File: src/rtl/wdg_pkg.sv
package wdg_pkg;
   localparam int OFS_MODE = 'h0;
   localparam int OFS_TC   = 'h4;
   localparam int OFS_KEY  = 'h8;
   localparam int OFS_CNT  = 'hC;

   localparam int MODE_EN_BIT   = 0;
   localparam int MODE_RST_BIT  = 1;
   localparam int MODE_FLAG_BIT = 2;

   typedef enum logic {
      SEQ_IDLE,
      SEQ_KEYED
   } seq_state_t;
endpackage

File: src/rtl/wdg_prescaler.sv
module wdg_prescaler #(
   parameter int DIV = 4
) (
   input  logic clk,
   input  logic rst_n,
   input  logic run,
   input  logic restart,
   output logic tick
);
   if (DIV < 1) begin : g_bad_div
      $error("wdg_prescaler: DIV must be at least 1");
   end

   if (DIV == 1) begin : g_pass
      logic unused_pass;
      assign unused_pass = ^{clk, rst_n, restart};
      assign tick = run;
   end else begin : g_div
      localparam int PW = $clog2(DIV);
      localparam logic [PW-1:0] LAST = PW'(DIV - 1);
      logic [PW-1:0] ph_q;

      always_ff @(posedge clk or negedge rst_n) begin
         if (!rst_n)         ph_q <= '0;
         else if (restart)   ph_q <= '0;
         else if (run)       ph_q <= (ph_q == LAST) ? '0 : ph_q + 1'b1;
      end

      assign tick = run && (ph_q == LAST);


      tick_spacing_chk: assert property (@(posedge clk) disable iff (!rst_n)
         tick |=> !tick);
   end
endmodule

File: src/rtl/wdg_keyseq.sv
module wdg_keyseq
   import wdg_pkg::*;
#(
   parameter int          KW    = 8,
   parameter logic [KW-1:0] KEY_A = 8'hAA,
   parameter logic [KW-1:0] KEY_B = 8'h55
) (
   input  logic          clk,
   input  logic          rst_n,
   input  logic          wr_key,
   input  logic          wr_other,
   input  logic [KW-1:0] key,
   output logic          good,
   output logic          bad
);
   if (KEY_A == KEY_B) begin : g_bad_keys
      $error("wdg_keyseq: the two key values must differ");
   end

   seq_state_t st_q;
   logic       keyed;

   assign keyed = (st_q == SEQ_KEYED);
   assign good  = keyed && wr_key && (key == KEY_B);
   assign bad   = keyed && (wr_other || (wr_key && (key != KEY_B)));

   always_ff @(posedge clk or negedge rst_n) begin
      if (!rst_n) begin
         st_q <= SEQ_IDLE;
      end else if (keyed) begin
         if (wr_key || wr_other) st_q <= SEQ_IDLE;
      end else if (wr_key && (key == KEY_A)) begin
         st_q <= SEQ_KEYED;
      end
   end


   key_pair_chk: assert property (@(posedge clk) disable iff (!rst_n)
      good |=> !good);

   key_verdict_chk: assert property (@(posedge clk) disable iff (!rst_n)
      (good || bad) |=> (st_q == SEQ_IDLE));
endmodule

File: src/rtl/wdg_downcnt.sv
module wdg_downcnt #(
   parameter int          W       = 24,
   parameter logic [W-1:0] RST_VAL = 24'hFF
) (
   input  logic         clk,
   input  logic         rst_n,
   input  logic         reload,
   input  logic         tick,
   input  logic [W-1:0] load_val,
   output logic [W-1:0] count,
   output logic         at_zero
);
   logic [W-1:0] cnt_q;

   always_ff @(posedge clk or negedge rst_n) begin
      if (!rst_n)                       cnt_q <= RST_VAL;
      else if (reload)                  cnt_q <= load_val;
      else if (tick && (cnt_q != '0))   cnt_q <= cnt_q - 1'b1;
   end

   assign count   = cnt_q;
   assign at_zero = (cnt_q == '0);


   cnt_hold_chk: assert property (@(posedge clk) disable iff (!rst_n)
      (!reload && !tick) |=> $stable(count));

   cnt_step_chk: assert property (@(posedge clk) disable iff (!rst_n)
      (tick && !reload && !at_zero) |=> (count == $past(count) - 1'b1));
endmodule

File: src/rtl/wdg_timer.sv
module wdg_timer
   import wdg_pkg::*;
#(
   parameter int ADDR_W = 4,
   parameter int DATA_W = 32,
   parameter int CNT_W  = 24,
   parameter int PRESC  = 4,
   parameter int TC_MIN = 'hFF,
   parameter int KEY_W  = 8,
   parameter logic [KEY_W-1:0] KEY_A = 8'hAA,
   parameter logic [KEY_W-1:0] KEY_B = 8'h55
) (
   input  logic              clk,
   input  logic              rst_n,
   input  logic              bus_sel,
   input  logic              bus_wr,
   input  logic [ADDR_W-1:0] bus_addr,
   input  logic [DATA_W-1:0] bus_wdata,
   output logic [DATA_W-1:0] bus_rdata,
   output logic              wdt_rst_o
);
   localparam logic [CNT_W-1:0] TC_FLOOR = CNT_W'(TC_MIN);

   if (ADDR_W < 4) begin : g_bad_addr
      $error("wdg_timer: ADDR_W must cover offset 0xC");
   end
   if (DATA_W <= CNT_W || KEY_W > CNT_W) begin : g_bad_data
      $error("wdg_timer: DATA_W must exceed CNT_W and KEY_W must fit in it");
   end
   if (TC_MIN < 1 || TC_MIN >= (2 ** CNT_W)) begin : g_bad_min
      $error("wdg_timer: TC_MIN must fit in the counter");
   end

   // bus decode
   logic wr, hit_mode, hit_tc, hit_key;
   assign wr       = bus_sel && bus_wr;
   assign hit_mode = (bus_addr == ADDR_W'(OFS_MODE));
   assign hit_tc   = (bus_addr == ADDR_W'(OFS_TC));
   assign hit_key  = (bus_addr == ADDR_W'(OFS_KEY));

   logic unused_hi;
   assign unused_hi = ^bus_wdata[DATA_W-1:CNT_W];

   // state
   logic             en_q, rstm_q, flag_q, armed_q, rst_q;
   logic [CNT_W-1:0] tc_q;
   logic [CNT_W-1:0] count;
   logic             at_zero, tick, good, bad, expire, reload;
   logic [CNT_W-1:0] tc_in;

   wdg_keyseq #(.KW(KEY_W), .KEY_A(KEY_A), .KEY_B(KEY_B)) u_keyseq (
      .clk      (clk),
      .rst_n    (rst_n),
      .wr_key   (wr && hit_key),
      .wr_other (wr && !hit_key),
      .key      (bus_wdata[KEY_W-1:0]),
      .good     (good),
      .bad      (bad)
   );

   wdg_prescaler #(.DIV(PRESC)) u_presc (
      .clk     (clk),
      .rst_n   (rst_n),
      .run     (armed_q),
      .restart (good),
      .tick    (tick)
   );

   assign expire = armed_q && tick && at_zero && !good;
   assign reload = good || expire;

   wdg_downcnt #(.W(CNT_W), .RST_VAL(TC_FLOOR)) u_cnt (
      .clk      (clk),
      .rst_n    (rst_n),
      .reload   (reload),
      .tick     (tick),
      .load_val (tc_q),
      .count    (count),
      .at_zero  (at_zero)
   );

   assign tc_in = bus_wdata[CNT_W-1:0];

   always_ff @(posedge clk or negedge rst_n) begin
      if (!rst_n) begin
         en_q    <= 1'b0;
         rstm_q  <= 1'b0;
         flag_q  <= 1'b0;
         armed_q <= 1'b0;
         rst_q   <= 1'b0;
         tc_q    <= TC_FLOOR;
      end else begin
         if (wr && hit_mode) begin
            if (armed_q) begin
               en_q   <= en_q   | bus_wdata[MODE_EN_BIT];
               rstm_q <= rstm_q | bus_wdata[MODE_RST_BIT];
            end else begin
               en_q   <= bus_wdata[MODE_EN_BIT];
               rstm_q <= bus_wdata[MODE_RST_BIT];
            end
         end
         if (wr && hit_tc)
            tc_q <= (tc_in < TC_FLOOR) ? TC_FLOOR : tc_in;
         if (good && en_q)
            armed_q <= 1'b1;
         if (expire && !rstm_q)
            flag_q <= 1'b1;
         rst_q <= rstm_q && (expire || (bad && armed_q));
      end
   end

   always_comb begin
      bus_rdata = '0;
      if (hit_mode) begin
         bus_rdata[MODE_EN_BIT]   = en_q;
         bus_rdata[MODE_RST_BIT]  = rstm_q;
         bus_rdata[MODE_FLAG_BIT] = flag_q;
      end else if (hit_tc) begin
         bus_rdata = DATA_W'(tc_q);
      end else if (bus_addr == ADDR_W'(OFS_CNT)) begin
         bus_rdata = DATA_W'(count);
      end
   end

   assign wdt_rst_o = rst_q;


   rst_cause_chk: assert property (@(posedge clk) disable iff (!rst_n)
      wdt_rst_o |-> $past(armed_q && rstm_q));

   armed_en_chk: assert property (@(posedge clk) disable iff (!rst_n)
      armed_q |-> en_q);

   armed_keep_chk: assert property (@(posedge clk) disable iff (!rst_n)
      armed_q |=> (armed_q && en_q && (rstm_q || !$past(rstm_q))));

   flag_hold_chk: assert property (@(posedge clk) disable iff (!rst_n)
      flag_q |=> flag_q);

   tc_floor_chk: assert property (@(posedge clk) disable iff (!rst_n)
      tc_q >= TC_FLOOR);

   feed_wins_chk: assert property (@(posedge clk) disable iff (!rst_n)
      good |=> !wdt_rst_o);
endmodule

File: config.mk
export PLATFORM = sky130hd
export DESIGN_NAME = wdg_timer
export DESIGN_NICKNAME = d
export VERILOG_FILES = /design/src/rtl/wdg_pkg.sv /design/src/rtl/wdg_prescaler.sv /design/src/rtl/wdg_keyseq.sv /design/src/rtl/wdg_downcnt.sv /design/src/rtl/wdg_timer.sv
export SDC_FILE = /design/constraint.sdc
export NUM_CORES = 1
export LEC_CHECK = 0
export BUFFER_PORTS_ARGS = -buffer_cell sky130_fd_sc_hd__buf_2
export CELL_PAD_IN_SITES_DETAIL_PLACEMENT = 2
export CELL_PAD_IN_SITES_GLOBAL_PLACEMENT = 2
export CORE_ASPECT_RATIO = 1.4
export CORE_MARGIN = 1
export CORE_UTILIZATION = 30
export DETAILED_ROUTE_END_ITERATION = 7
export GPL_TIMING_DRIVEN = 1
export PLACE_DENSITY_LB_ADDON = 0.12
export SKIP_CTS_REPAIR_TIMING = 1
export SYNTH_ARGS = -nofsm -noshare
export SYNTH_HDL_FRONTEND = slang
export SYNTH_HIERARCHICAL = 1
export SYNTH_SLANG_ARGS = --single-unit
export TNS_END_PERCENT = 30
File: constraint.sdc
create_clock -name clk -period 2.2 [get_ports clk]
set_clock_uncertainty 0.15 [all_clocks]
set_input_delay 0.66 -clock clk [delete_from_list [all_inputs] [get_ports clk]]
set_output_delay 0.66 -clock clk [all_outputs]
set_load 0.02 [all_outputs]
**Yosys cells after proc, flatten, opt, wreduce, memory -nomap -nowiden**

Cells that the tools add are included.

- Bits in registers: 56
- Bits in latches: 0
- Memory bits (writable): 0
- Bits in read-only memories: 0
- Input port bits: 40
- Output and inout bits: 33
- Logic and storage cells: 67
- Memories: 0

- $add $sub $neg: 2
- $mul: 0
- Div/mod/pow operators: 0
- Order comparisons: 1
- Eq/ne operators: 7
- Shift-type cells: 0
- Multiplexer cells: 15
- Bitwise gates (word level): 2
- Reductions and logical operators: 31

Operator list:

| kind | count |
|---|---|
| 24-bit two-way mux | 4 |
| 32-bit two-way mux | 1 |
| 29-bit two-way mux | 1 |
| 24-bit logical NOT | 1 |
| 24-bit by 8-bit less-than comparator with 1-bit output, second input constant | 1 |
| 24-bit nonzero test | 1 |
| 24-bit by 1-bit subtractor with 24-bit output, second input constant | 1 |
| 1-bit logical AND | 19 |
| 4-bit equality test, second input constant | 2 |
| 8-bit by 7-bit equality test with 1-bit output, second input constant | 1 |
| 8-bit equality test, second input constant | 1 |
| 8-bit by 7-bit != test with 1-bit output, second input constant | 1 |
| 2-bit two-way mux | 3 |
| 1-bit two-way mux | 5 |
| 4-bit by 3-bit equality test with 1-bit output, second input constant | 1 |
| 4-bit logical NOT | 1 |
| 1-bit logical OR | 4 |
| 2-bit nonzero test | 2 |
| 1-bit logical NOT | 3 |
| 3-bit two-way mux | 1 |
| 2-bit by 1-bit adder with 2-bit output, second input constant | 1 |
| 2-bit equality test, second input constant | 1 |
| 1-bit bitwise OR | 2 |

**Longest topological paths before layout**

Gate-level depths: netlist of run 1.

- Depth after elaboration: 8
- Depth in mapped cells: 11
- Mapped depth without buffers: 10

**By module**

Netlist of run 1, hierarchy kept.

By module, submodules not included:

| module | instances | cells each | area an instance (um^2) | seq. area each (um^2) |
|---|---|---|---|---|
| wdg_timer | 1 | 164 | 1,675.4 | 735.7 |
| wdg_downcnt | 1 | 168 | 1,502.7 | 610.6 |
| wdg_keyseq | 1 | 13 | 115.1 | 25.0 |
| wdg_prescaler | 1 | 9 | 106.4 | 50.0 |

**Least setup slack after synthesis of run 1**

Ideal clock, no wire load.

- Path kind: input port to flip-flop
- From: in bus_sel
- To: reg u_cnt.cnt_q[11], in the netlist u_cnt/count[11]
- Library setup time: 137 ps
- Data arrival time: 2,430 ps
- Data required time: 1,913 ps
- Slack: -516 ps
- Stages on the path: 10
- Buffers on the path: 3
- Cells stage by stage: nand2_1 -> clkbuf_1 -> nor3_1 -> nand2_1 -> nor2_1 -> inv_1 -> nand2_1 -> clkbuf_1 -> clkbuf_1 -> a21oi_1

- Word-level cells in the longest chain between the ends: 8
- Elaborated cells on any way between the ends: 9
- Those cells by class: mux (1); reduce/logical (8)

Ends and longest elaborated chain:

| what | line | text |
|---|---|---|
| start, declared | wdg_timer.sv:15 | `input logic bus_sel,` |
| 1-bit logical AND * | wdg_timer.sv:36 | `assign wr = bus_sel && bus_wr;` |
| 1-bit logical AND * | wdg_timer.sv:54 | `.wr_key (wr && hit_key),` |
| 1-bit logical AND * (2 in a row) | wdg_keyseq.sv:24 | `assign good = keyed && wr_key && (key == KEY_B);` |
| named net good | wdg_timer.sv:48 | `logic at_zero, tick, good, bad, expire, reload;` |
| 1-bit logical NOT | wdg_timer.sv:69 | `assign expire = armed_q && tick && at_zero && !good;` |
| 1-bit logical AND | wdg_timer.sv:69 |  |
| 1-bit logical OR * | wdg_timer.sv:70 | `assign reload = good \|\| expire;` |
| named net reload | wdg_timer.sv:48 |  |
| 24-bit two-way mux / 2-bit nonzero test (equally long branches) | -- |  |
| end signal, assigned | wdg_downcnt.sv:17 | `else if (reload) cnt_q <= load_val;` |
| end signal, assigned | wdg_downcnt.sv:18 | `else if (tick && (cnt_q != '0)) cnt_q <= cnt_q - 1'b1;` |
| end, declared | wdg_downcnt.sv:13 | `logic [W-1:0] cnt_q;` |

The timed path passes the listed nets; every way through them passes the cells marked *.
A chain may end at the register's enable or synchronous reset.

**Worst setup path in the final report of run 1**

- From: in bus_addr[0]
- To: out bus_rdata[22]

- Word-level cells in the longest chain between the ends: 4
- Elaborated cells on any way between the ends: 6
- Those cells by class: eq/ne (2); mux (3); reduce/logical (1)

Ends and longest elaborated chain:

| what | line | text |
|---|---|---|
| start, declared | wdg_timer.sv:17 | `input logic [ADDR_W-1:0] bus_addr,` |
| 4-bit equality test | wdg_timer.sv:120 | `end else if (bus_addr == ADDR_W'(OFS_CNT)) begin` |
| 24-bit two-way mux | wdg_timer.sv:120 |  |
| 32-bit two-way mux | wdg_timer.sv:118 | `end else if (hit_tc) begin` |
| 29-bit two-way mux * | wdg_timer.sv:114 | `if (hit_mode) begin` |
| end, declared | wdg_timer.sv:19 | `output logic [DATA_W-1:0] bus_rdata,` |

Every way passes the cells marked *; elsewhere a longest branch is shown, timed or not.

==> impl_results.md, run 1 <==
- Status: finished with violations
- Failing checks: negative setup slack
- Max Root-Sink Buffers: 2
- Antenna violations before repair: 0
- I/O Buffers: 56
- Gr busiest metal: met2
- GRT Util Overall: 21.4%
- Core Area: 10900 um2
- Routed Antenna Nets: 0
- Power Dens Cells: 476 nW/um2
- Warning count from the yosys run: 6
- GR Overflow Total: 0
- Clock buffer count from CTS: 5
- Cell class contributing the biggest share of worst-path delay: buffers and inverters
- Clock edge transition at the registers on the reported setup and hold paths: 0.07 ns
- First-pass DRT Iterations: 4
- Overall die width: 92.0 um
- Ordered list of cells on the worst path: buf_8, nor4bb_4, buf_6, clkbuf_16, a22oi_1, nor2_2, buf_4
- Share of final-layout standard cells stronger than drive strength 1: 55.5%
- Post-detailed-route DRC marker count: 0
- First-pass GRT wire length: 19.5 mm
- Max stage delay cell, worst path: nor4bb_4
- Min-delay worst type: primary input to async pin
- Fmax: 376 MHz
- I/O pin count: 73
- RSZ-0062 raised after global routing: true
- Critical Path Start Type: primary input
- Worst-Skew Late Latency: 0.32 ns
- Net total in the final layout: 539
- Syn Std Cell Area: 3400 um2
- Worst ir drop on vdd: 0.318 mV
- Post-Synthesis Cells: 354
- Maximum fanout encountered on the critical timing path: 6
- Clk sinks: 56
- Die outline area: 11800 um2
- Number of global-route vias before repair: 3711
- Leak pwr: 2.32 nW
- Max-cap check violation count: 0
- Final estimated routing congestion in global placement: 0.767
- # setup viols final: 46
- Number of enable-type register cells in the synthesized netlist: 0
- Max H-tree Level: 2
- Placement row count: 45
- Met2 Use GR: 42.6%
- Initial core utilization: 31.1%
- Average wire length per cell after detail routing: 23.3 um
- Layout Area Growth over Synthesis: 57.7%
- Die Ht: 128 um
- Largest net degree at the start of global routing: 57
- Met3 usage: 2.49%
- Worst slew margin: 65.1%
- Largest cells by area after synthesis: dfrtp_1 29%, dfstp_2 12%, a22oi_1 4.9%
- Max Transition Viols Final: 0
- Final core occ: 49.1%
- Post-layout total power: 0.00255 W
- CTS tree: done
- WP data arrival: 1.85 ns
- Flip-flop and latch count after synthesis: 56
- Detailed router's first-iteration violation count: 114
- HPWL after DPL: 9.07 mm
- Synth top area share: 29.4%
- Root buffer selected by CTS: clkbuf_16
- Vias per cell: 5.48
- Worst-case setup margin in the final layout: -0.460 ns
- Average footprint of a synthesized cell: 9.60 um2
- Final hold violations: 0
- Logic depth of the worst setup path including buffers: 7
- Cell count of the worst reg-to-reg path: 10
- Period Utilization, post-route: 121%
- Sequential-to-total area share from yosys stat: 41.8%
- FFs w/ async S/R, synth: 100%
- # diodes: 0
- Placement Setup Slack: -0.446 ns
- # fillers: 1160
- Count of buffering cells on the critical path with inverters included: 4
- Via count: 3494
- Yosys cell types: 59
- Slew of the pin with the lowest slew margin: 0.519 ns
- Type of the worst setup path: primary input to primary output
- Leading area contributor after synthesis: dfrtp_1
- Minimum period implied by the final worst setup slack: 2.66 ns
- GR met1 Demand/Resource: 23.1%
- Most used flip-flop cell after synthesis: dfrtp_1
- Data required time at the worst endpoint: 1.39 ns
- Type of destination of the critical path: primary output
- Detailed Route WL: 14.9 mm
- CP peak stage delay: 0.29 ns
-- area by class of cell --
class                      count  area [um2]  share of cell area, %
clock buffer                   6         139                   2.59
clock inverter                 2        12.5                  0.233
inverter                       9        33.8                  0.630
multi-input combinational    269        2230                   41.6
sequential                    56        1420                   26.5
tap                          141         176                   3.29
timing repair buffer         155        1350                   25.2
-- path summary, 6_finish.rpt --
path | start | to | slack [ns]
worst max-delay path | bus_addr[0] | bus_rdata[22] | -0.46
worst min-delay path | rst_n | u_cnt/count[21] | 0.19
worst max register to register | u_cnt/count[9] | u_cnt/count[18] | -0.17
worst min register to register | flag_q | flag_q | 0.35
max in group asynchronous | rst_n | u_cnt/count[4] | 1.39
min in group clk | flag_q | flag_q | 0.35
-- state kept, by name, summed over array words and instances (netlist names) --
name,cells
flag_q,1
tc_q,24
wdt_rst_o,1
armed_q,1
u_presc/g_div.ph_q,2
u_cnt/count,24
u_keyseq/keyed,1
rstm_q,1
en_q,1
-- per-stage QoR --
stage	hold slack (ns)	instance area, um2	instances	TNS (ns)
2_1_floorplan	0.214	3580	361	-3.62
3_3_place_gp	0.301	4580	617	-20.94
3_5_place_dp	0.334	4580	617	-23.34
4_1_cts	0.211	4730	625	-17.49
5_1_grt	0.212	5360	638	-13.17
6_report	0.185	5360	638	-10.59
-- metal layers --
metal,vias up,wire length [um],share of wire [%]
met2,84,8510,57
li1,1564,-,-
met1,1807,5380,36
met4,0,627,4.2
met3,39,375,2.5
met5,-,0,0
-- layout by cell type, fill, tap and decap left out, drive strengths merged, types with 3 or more instances in the layout --
cell and n:
buf 152, dfrtp 40, nor2 36, nand2 33
o21ai 25, a22oi 22, nor3 17, nor4 17
dfstp 16, mux2 16, xnor2 12, inv 11
clkbuf 9, a2bb2oi 8, conb 8, xor2 8
a21oi 8, o211ai 5, nand4 5, or4 5
nand3 4, and4bb 4, nand3b 3, or3 3
ha 3
-- Yosys cell counts, drive strengths merged (9+ instances only) --
library cell / number
dfrtp: 40
nor2: 36
nand2: 33
o21ai: 25
a22oi: 22
buf: 18
nor3: 17
nor4: 17
dfstp: 16
mux2: 16
xnor2: 12
clkbuf: 9
inv: 9
-- cells by family after synthesis --
family                   after synthesis  share of synthesized area (%)
AO/OA/AOI/OAI                         81                           16.1
XOR/XNOR                              20                           5.15
adder cells (fa/ha/maj)                3                           1.10
buffers and inverters                 36                           6.00
flip-flops                            56                           41.8
multiplexers                          17                           6.70
other                                  1                          0.110
AND/OR/NAND/NOR                      140                           23.0
-- worst reg2reg max path: stages, from the launching register on --
cell	delay, ns
dfrtp_1	0.40
nor4_2	0.34
buf_4	0.19
and2_4	0.15
nand2_1	0.09
nor2_2	0.20
nand3_2	0.13
nand2_4	0.15
buf_6	0.13
nor4_2	0.04
a211o_1	0.27
-- power breakdown --
part | switching (W) | internal, W
Sequential | 0.000109 | 0.00116
Clock | 0.000425 | 0.000457
Combinational | 0.000188 | 0.000213
Total | 0.000721 | 0.00183
(Power assumes the default switching activity.)
==> run 2: changes to the inputs <==
RECOVER_POWER = 100   (was not set)
==> run 2 against run 1 <==
Total power down 0.19%. Critical endpoint unchanged. Clock power is essentially flat. The run still ends with negative setup slack left. Critical path type unchanged. Highest routed layer unchanged. Die area is the same. Maximum frequency about the same. Hold slack improved by 0.16 ns. Sequential power about the same.
==> impl_results.md, run 2 (same netlist as run 1, synthesis figures left out) <==
- Max-cap check violation count: 0
- Sequential share of power: 49.8%
- Slew of the pin with the lowest slew margin: 1.48 ns
- Status: finished with violations
- Clk sinks: 56
- Worst slew margin: 1.53%
- Clock buffer count from CTS: 5
- Detailed Route WL: 14.9 mm
- Routed Antenna Nets: 0
- Type of destination of the critical path: primary output
- Minimum period implied by the final worst setup slack: 2.66 ns
- First-pass DRT Iterations: 4
- RSZ-0062 raised after global routing: true
- I/O Buffers: 56
- Max Transition Viols Final: 0
- WP data arrival: 1.85 ns
- First-pass GRT wire length: 19.5 mm
- Largest net degree at the start of global routing: 57
- Share of final-layout standard cells stronger than drive strength 1: 54.7%
- Relative contribution of combinational cells to total power: 15.6%
- Total area of sequential cells: 1420 um2
- Detailed router's first-iteration violation count: 112
- Worst-Skew Late Latency: 0.32 ns
- Internal power consumption: 0.00183 W
- Hold depth: 2
- # diodes: 0
- Highest-count cells in the layout ignoring fill and taps: 91 x buf_4, 40 x dfrtp_1, 28 x buf_2
- Period Utilization, post-route: 121%
- Power Dens Cells: 478 nW/um2
- Placement row count: 45
- Root buffer selected by CTS: clkbuf_16
- Max Root-Sink Buffers: 2
- Leak pwr: 2.30 nW
- Failing checks: negative setup slack
- HPWL after DPL: 9.07 mm
- Cells after DPL: 617
- Worst-case setup margin in the final layout: -0.458 ns
- Clock edge transition at the registers on the reported setup and hold paths: 0.07 ns
- Leading cell type in the layout, fill and taps excluded: buf_4
- Final hold slack: 0.345 ns
- Final std cell area, no fill: 5330 um2
- Number of global-route vias before repair: 3711
- Total cell area at the placement stage: 4580 um2
- Final estimated routing congestion in global placement: 0.767
- Clk network pwr share: 34.6%
- NetSw: 0.000720 W
- Layout Area Growth over Synthesis: 56.7%
- GRT Util Overall: 21.4%
- Net total in the final layout: 539
- Final core occ: 48.8%
- Critical Path Start Type: primary input
- # setup viols final: 46
- Initial core utilization: 31.1%
- Worst ir drop on vdd: 0.317 mV
- Fmax: 376 MHz
- Via count: 3488
- Footprint of the multi-input gates: 2210 um2
- Antenna violations before repair: 0
- Final hold violations: 0
- Sw frac: 28.3%
- Worst reg2reg path startpoint: u_cnt/count[9]
- CTS tree: done
- Final non-filler cell total: 638
- Worst reg2reg path endpoint: u_cnt/count[18]
- I/O pin count: 73
- GR Overflow Total: 0
- Average wire length per cell after detail routing: 23.4 um
- Vias per cell: 5.47
- Cell count of the worst reg-to-reg path: 10
- Minimum setup slack among reg-to-reg paths: -0.17 ns
- Type of the worst setup path: primary input to primary output
- Min-delay worst type: flop to flop
- Overall die width: 92.0 um
- Maximum fanout encountered on the critical timing path: 6
- Post-detailed-route DRC marker count: 0
- Hold Crit Endpoint: flag_q
- Data required time at the worst endpoint: 1.39 ns
- # fillers: 1164
- Core Area: 10900 um2
- Die outline area: 11800 um2
- Max H-tree Level: 2
- Hold Crit Start: flag_q
- Die Ht: 128 um
==> run 2: critical path, stage by stage <==
cell and delay (ns):
buf_8 0.10, nor4bb_4 0.29, buf_6 0.19, clkbuf_16 0.17
a22oi_1 0.13, nor2_2 0.13, buf_4 0.16
==> run 2: routing by layer <==
| metal | track usage (%) | vias up | routed length, um |
|---|---|---|---|
| met5 | 0 | - | 0 |
| met4 | 6.89 | 0 | 627 |
| met3 | 2.49 | 39 | 375 |
| met2 | 42.6 | 82 | 8510 |
| met1 | 23.1 | 1802 | 5390 |
| li1 | - | 1565 | - |
==> run 2: how the worst max path moves through the flow <==
| stage | start | endpoint | slack (ns) | cells past startpoint |
|---|---|---|---|---|
| floorplan | bus_addr[0] | bus_rdata[2] | -0.15 | 5 |
| global placement | bus_addr[3] | bus_rdata[0] | -0.43 | 5 |
| detailed placement | bus_addr[3] | bus_rdata[1] | -0.45 | 6 |
| CTS | bus_addr[3] | bus_rdata[1] | -0.45 | 6 |
| global route | bus_addr[0] | bus_rdata[22] | -0.49 | 7 |
| finish | bus_addr[0] | bus_rdata[22] | -0.46 | 7 |
==> run 2: layout make-up <==
cell class / instances / area share, %
inverters: 9 / 0.634
repair buffers: 155 / 25.0
well taps: 141 / 3.31
clock inverters: 2 / 0.235
flip-flops and latches: 56 / 26.7
multi-input cells: 269 / 41.6
clock buffers: 6 / 2.61
==> run 2: stage by stage <==
stage	setup slack, ns	power (W)	setup TNS, ns
floorplan	-0.149	0.00145	-3.62
global placement	-0.425	0.00161	-20.94
detailed placement	-0.446	0.00163	-23.34
CTS	-0.449	0.00251	-17.49
global route	-0.490	0.00263	-13.91
finish	-0.458	0.00254	-10.54
==> run 2: power by group through the flow <==
stage | clock network, W | logic [W] | registers [W]
floorplan | 0 | 0.000218 | 0.00123
global placement | 0 | 0.000342 | 0.00127
detailed placement | 0 | 0.000357 | 0.00127
CTS | 0.000896 | 0.000358 | 0.00126
global route | 0.000925 | 0.000427 | 0.00128
finish | 0.000881 | 0.000397 | 0.00127
